[src/rtl/vt_bip_pkg.sv]
package vt_bip_pkg;
  localparam int unsigned BYTE_W  = 8;
  localparam int unsigned V5_P1   = 7;  // checked against odd-numbered bits
  localparam int unsigned V5_P2   = 6;  // checked against even-numbered bits
  localparam int unsigned V5_REI  = 5;

  function automatic logic [1:0] bip_of(input logic [BYTE_W-1:0] b);
    return {b[7] ^ b[5] ^ b[3] ^ b[1], b[6] ^ b[4] ^ b[2] ^ b[0]};
  endfunction
endpackage

[src/rtl/vt_bip_check.sv]
module vt_bip_check
  import vt_bip_pkg::*;
(
  input  logic              clk_i,
  input  logic              rst_ni,
  input  logic [BYTE_W-1:0] byte_i,
  input  logic              vld_i,
  input  logic              sf_i,
  output logic              v5_o,
  output logic              chk_o,
  output logic [1:0]        mis_o,
  output logic              rei_o
);
  logic [1:0] acc_q;
  logic       have_prev_q;

  assign v5_o  = vld_i & sf_i;
  assign chk_o = v5_o & have_prev_q;
  assign mis_o = chk_o ? ({byte_i[V5_P1], byte_i[V5_P2]} ^ acc_q) : 2'b00;
  assign rei_o = v5_o & byte_i[V5_REI];

  always_ff @(posedge clk_i or negedge rst_ni) begin
    if (!rst_ni) begin
      acc_q       <= '0;
      have_prev_q <= 1'b0;
    end else if (v5_o) begin
      acc_q       <= bip_of(byte_i);  // V5 starts the next coverage window
      have_prev_q <= 1'b1;
    end else if (vld_i) begin
      acc_q       <= acc_q ^ bip_of(byte_i);
    end
  end
endmodule

[src/rtl/vt_pm_counter.sv]
module vt_pm_counter #(
  parameter int unsigned W     = 12,
  parameter int unsigned INC_W = 2
) (
  input  logic             clk_i,
  input  logic             rst_ni,
  input  logic [INC_W-1:0] inc_i,
  input  logic             snap_i,
  input  logic             clr_i,
  input  logic             sat_i,
  output logic [W-1:0]     hold_o
);
  localparam logic [W-1:0] MAX = {W{1'b1}};

  logic [W-1:0] run_q;
  logic [W-1:0] base;
  logic [W:0]   sum;
  logic [W-1:0] run_d;

  assign base  = snap_i ? '0 : run_q;
  assign sum   = {1'b0, base} + {{(W + 1 - INC_W){1'b0}}, inc_i};
  assign run_d = (sat_i && sum[W]) ? MAX : sum[W-1:0];

  always_ff @(posedge clk_i or negedge rst_ni) begin
    if (!rst_ni) begin
      run_q  <= '0;
      hold_o <= '0;
    end else if (clr_i) begin
      run_q  <= '0;
      hold_o <= '0;
    end else begin
      run_q <= run_d;
      if (snap_i) hold_o <= run_q;
    end
  end
endmodule

[src/rtl/vt_bip_mon.sv]
module vt_bip_mon
  import vt_bip_pkg::*;
#(
  parameter int unsigned BIP_W = 12,
  parameter int unsigned REI_W = 11
) (
  input  logic              clk_i,
  input  logic              rst_ni,
  input  logic [BYTE_W-1:0] byte_i,
  input  logic              byte_vld_i,
  input  logic              sf_i,
  input  logic              bit_mode_i,
  input  logic              rei_en_i,
  input  logic              sat_i,
  input  logic              pm_strobe_i,
  input  logic              auto_ais_i,
  input  logic              lop_i,
  input  logic              ais_i,
  input  logic              lom_i,
  output logic [BIP_W-1:0]  bip_hold_o,
  output logic [REI_W-1:0]  rei_hold_o,
  output logic              rei_req_o
);
  logic       v5, chk, rei_rx, alarm;
  logic [1:0] mis, bip_inc;
  logic [0:0] rei_inc;

  vt_bip_check u_check (
    .clk_i  (clk_i),
    .rst_ni (rst_ni),
    .byte_i (byte_i),
    .vld_i  (byte_vld_i),
    .sf_i   (sf_i),
    .v5_o   (v5),
    .chk_o  (chk),
    .mis_o  (mis),
    .rei_o  (rei_rx)
  );

  assign alarm   = auto_ais_i | lop_i | ais_i | lom_i;
  assign bip_inc = bit_mode_i ? (2'(mis[1]) + 2'(mis[0])) : {1'b0, |mis};
  assign rei_inc = rei_rx;

  vt_pm_counter #(.W(BIP_W), .INC_W(2)) u_bip_cnt (
    .clk_i  (clk_i),
    .rst_ni (rst_ni),
    .inc_i  (bip_inc),
    .snap_i (pm_strobe_i),
    .clr_i  (alarm),
    .sat_i  (sat_i),
    .hold_o (bip_hold_o)
  );

  vt_pm_counter #(.W(REI_W), .INC_W(1)) u_rei_cnt (
    .clk_i  (clk_i),
    .rst_ni (rst_ni),
    .inc_i  (rei_inc),
    .snap_i (pm_strobe_i),
    .clr_i  (alarm),
    .sat_i  (sat_i),
    .hold_o (rei_hold_o)
  );

  always_ff @(posedge clk_i or negedge rst_ni) begin
    if (!rst_ni)  rei_req_o <= 1'b0;
    else if (v5)  rei_req_o <= chk & rei_en_i & (|mis);
  end
endmodule

[config.mk]
export PLATFORM = sky130hd
export DESIGN_NAME = vt_bip_mon
export DESIGN_NICKNAME = d
export VERILOG_FILES = /design/src/rtl/vt_bip_pkg.sv /design/src/rtl/vt_bip_check.sv /design/src/rtl/vt_pm_counter.sv /design/src/rtl/vt_bip_mon.sv
export SDC_FILE = /design/constraint.sdc
export NUM_CORES = 1
export LEC_CHECK = 0
export ABC_AREA = 1
export BUFFER_PORTS_ARGS = -buffer_cell sky130_fd_sc_hd__clkbuf_2
export CORE_AREA = 2 2 101 78
export DETAILED_ROUTE_END_ITERATION = 7
export DIE_AREA = 0 0 103 80
export SLEW_MARGIN = 30
export SYNTH_ARGS = -nofsm -noshare
export SYNTH_HDL_FRONTEND = slang
export SYNTH_SLANG_ARGS = --single-unit
[constraint.sdc]
create_clock -name clk_i -period 2.9 [get_ports clk_i]
set_clock_uncertainty 0.2 [all_clocks]
set_input_delay 0.145 -clock clk_i [delete_from_list [all_inputs] [get_ports clk_i]]
set_output_delay 0.145 -clock clk_i [all_outputs]
set_load 0.01 [all_outputs]
==> run metrics <==
Core ar. 7230 sq um; Synth Net Count 398; Worst setup SP type flop; Max VDD drop 0.156 mV; Critical Path Fanout Max 4; Clock Sinks 50; vias in the first global route 2247; r2r setup slk 0.17 ns; power density cells 371 nW/um^2; async set-reset flop share out of synthesis 100%; antenna violations before repair 0; Routed WL 6110 microns; largest net degree at the start of global routing 56; worst relative slew slack 46.6%; number of flops mapped to enable cells by yosys 0; Die Y 80 microns; critical path endpoint category flop; Reg-to-Reg Start u_check.acc_q[0]; Syn Inst Count 371; Final setup viols 0; Die W 103 microns; clk_lat worst skew 0.30 ns; Netlist cell types 34; detailed-route DRC error count 0; final worst slack 0.169 ns; via total after detailed routing 2422; DIE AREA 8240 sq um; ANT nets after route 0; placed cell area 3140 sq um; Initial Utilization 39.1%; # IOs 44; total power 1.23 mW; fillers 768; Finished Cell Area 3330 sq um; Worst EP required 2.90 ns; PortBufs 43; via/cell ratio 4.63; aggregate global routing overflow 0; Setup Crit Path Kind flop to flop; YS warnings 0; Final Hold Fails 0; top cell type's share of synthesized area 44.2%; Cells after DPL 508; nets 449; FF-to-FF End u_bip_cnt.run_q[8]; first-pass GRT wire length 10400 microns; Worst Tran Pin Value 0.802 ns; crit path time final 2.73 ns; mapped cell area 2830 sq um; TNS Setup 0 ns; post-route clock period utilization 94.2%; detailed placer's ending HPWL 4310 microns; number of DRC markers in iteration 0 132; Place WS 0.00874 ns; CTS H-tree depth 2; total iterations of the first detailed-routing run 4; Clock Pin Slew Worst Setup and Hold Paths 0.09 ns; Final Max Tran Viols 0; Syn-to-layout area delta 17.6%; Yosys top cell by area dfrtp_1; Num CTS Buffers 5; fin util 46.0%; Main synth FF type dfrtp_1; max-cap viol count 0; ratio of cells with drive above 1 in the final layout 20.1%; Critical path origin u_check.acc_q[0]; final cell count without fillers 523; GRT Overall Usage 16.0%; Seq/Total Area, Yosys 44.2%; Leak 1.55 nW; Mean Syn Cell Area 7.63 sq um; routed length per placed instance 11.7 microns; Worst Hold Class input port to flop; Worst Setup EP u_bip_cnt.run_q[8]; status complete, no violations; CTS tree built; fmax 366 MHz; Synth Register Bits 50; CTS max path bufs 2; top cells by area, synth dfrtp_1 44%, nand2_1 15%, a21oi_1 7.3%; worst hold slack 0.0205 ns; CTS root buf clkbuf_8; Core Rows 27; n_diodes 0; Worst Path Arrival 2.73 ns; Final GP Congestion 0.823; cell depth of the worst flop-to-flop path 15
[synthesized netlist by cell type (all sizes together), types with 2 or more instances]
cell      n
nand2   117
dfrtp    50
inv      48
a21oi    42
nor2     28
nand3    27
buf       9
nand4     9
o21ai     8
xor2      8
ha        6
clkbuf    4
nor3      3
nand3b    2
o21bai    2
or2       2
[where the power goes]
group	switching [mW]	internal [mW]	total, mW
Clock	0.229	0.167	0.396
Combinational	0.0817	0.0448	0.126
Sequential	0.00644	0.704	0.711
Total	0.317	0.916	1.23
[registers in the layout (all words and copies together), names as in the netlist]
name                 cells
rei_req_o                1
u_bip_cnt.hold_o        12
u_bip_cnt.run_q         12
u_check.acc_q            2
u_check.have_prev_q      1
u_rei_cnt.run_q         11
u_rei_cnt.hold_o        11
[cell families (layout without fill, tap and decap cells)]
group | Yosys count | after routing | synth area share, %
DFF | 50 | 50 | 44.2
and+or+nand+nor | 190 | 190 | 30.6
xor gates and xnor gates | 9 | 9 | 2.79
AOI/OAI and AO/OA | 53 | 53 | 10.0
buffers and inverters | 62 | 113 | 9.07
adders and majority gates | 7 | 7 | 3.36
[cells in the final DEF (no fill, tap or decap), types with 2 or more instances in the layout]
cell type,Yosys,routed
nor2_2,3,4
inv_1,45,43
clkbuf_2,0,42
a21oi_2,0,2
xor2_1,8,8
nand4_1,9,9
nor2_1,24,23
clkbuf_1,4,2
buf_4,1,9
ha_1,6,4
o21ai_0,8,7
nand2_1,116,116
o21bai_1,2,2
a21oi_1,41,39
dlygate4sd3_1,0,5
dfrtp_1,50,50
clkbuf_8,0,5
inv_2,3,5
ha_2,0,2
nand3_2,5,6
nand3_1,22,20
nand3b_1,2,2
[cell type report]
cell class              instances  area [sq um]  area share [%]
inverters                      49           184            5.53
repair buffers                 57           333            10.0
clock buffers                   7          76.3            2.29
flip-flops and latches         50          1250            37.6
well taps                     101           126            3.80
multi-input cells             259          1360            40.8
[what timing repair did]
action                                  4_1_cts  5_1_grt
gates resized for setup                       1       11
endpoints found under the setup margin        3       12
hold buffers                                  5        0
hold endpoints to repair                     42        0
pin swaps                                     0        9
buffers inserted                              0        3
[how the worst min path moves through the flow]
stage | from | end | slack (ns) | cells past startpoint
6_report | sat_i | u_bip_cnt.run_q[3] | 0.02 | 3
4_1_cts | sat_i | u_bip_cnt.run_q[3] | 0.009 | 3
3_5_place_dp | rst_ni | u_rei_cnt.hold_o[5] | 0.13 | 1
3_3_place_gp | rst_ni | u_rei_cnt.hold_o[5] | 0.13 | 1
5_1_grt | byte_i[2] | u_check.acc_q[0] | 0.04 | 4
2_1_floorplan | rst_ni | rei_req_o | -0.35 | 0
[critical path, cell delays in order, from the launching register on]
cell and delay [ns]:
dfrtp_1 0.41, inv_2 0.06, nand2_1 0.06, a21oi_2 0.16
inv_1 0.06, ha_2 0.18, o21ai_1 0.14, ha_2 0.20
inv_1 0.06, fa_2 0.37, nor2_2 0.10, nand3_2 0.13
nor2_4 0.21, nand2_1 0.09, o21ai_0 0.17, nor2_1 0.05
[per-layer routing]
metal / share of wire (%) / track usage (%) / up-vias
met4: 1.2 / 4.87 / 0
met3: 3.3 / 3.24 / 8
met5: 0 / 0 / -
met1: 53 / 22.6 / 1096
met2: 43 / 24.7 / 38
li1: - / - / 1280
Power figures use the tool's default switching activity.
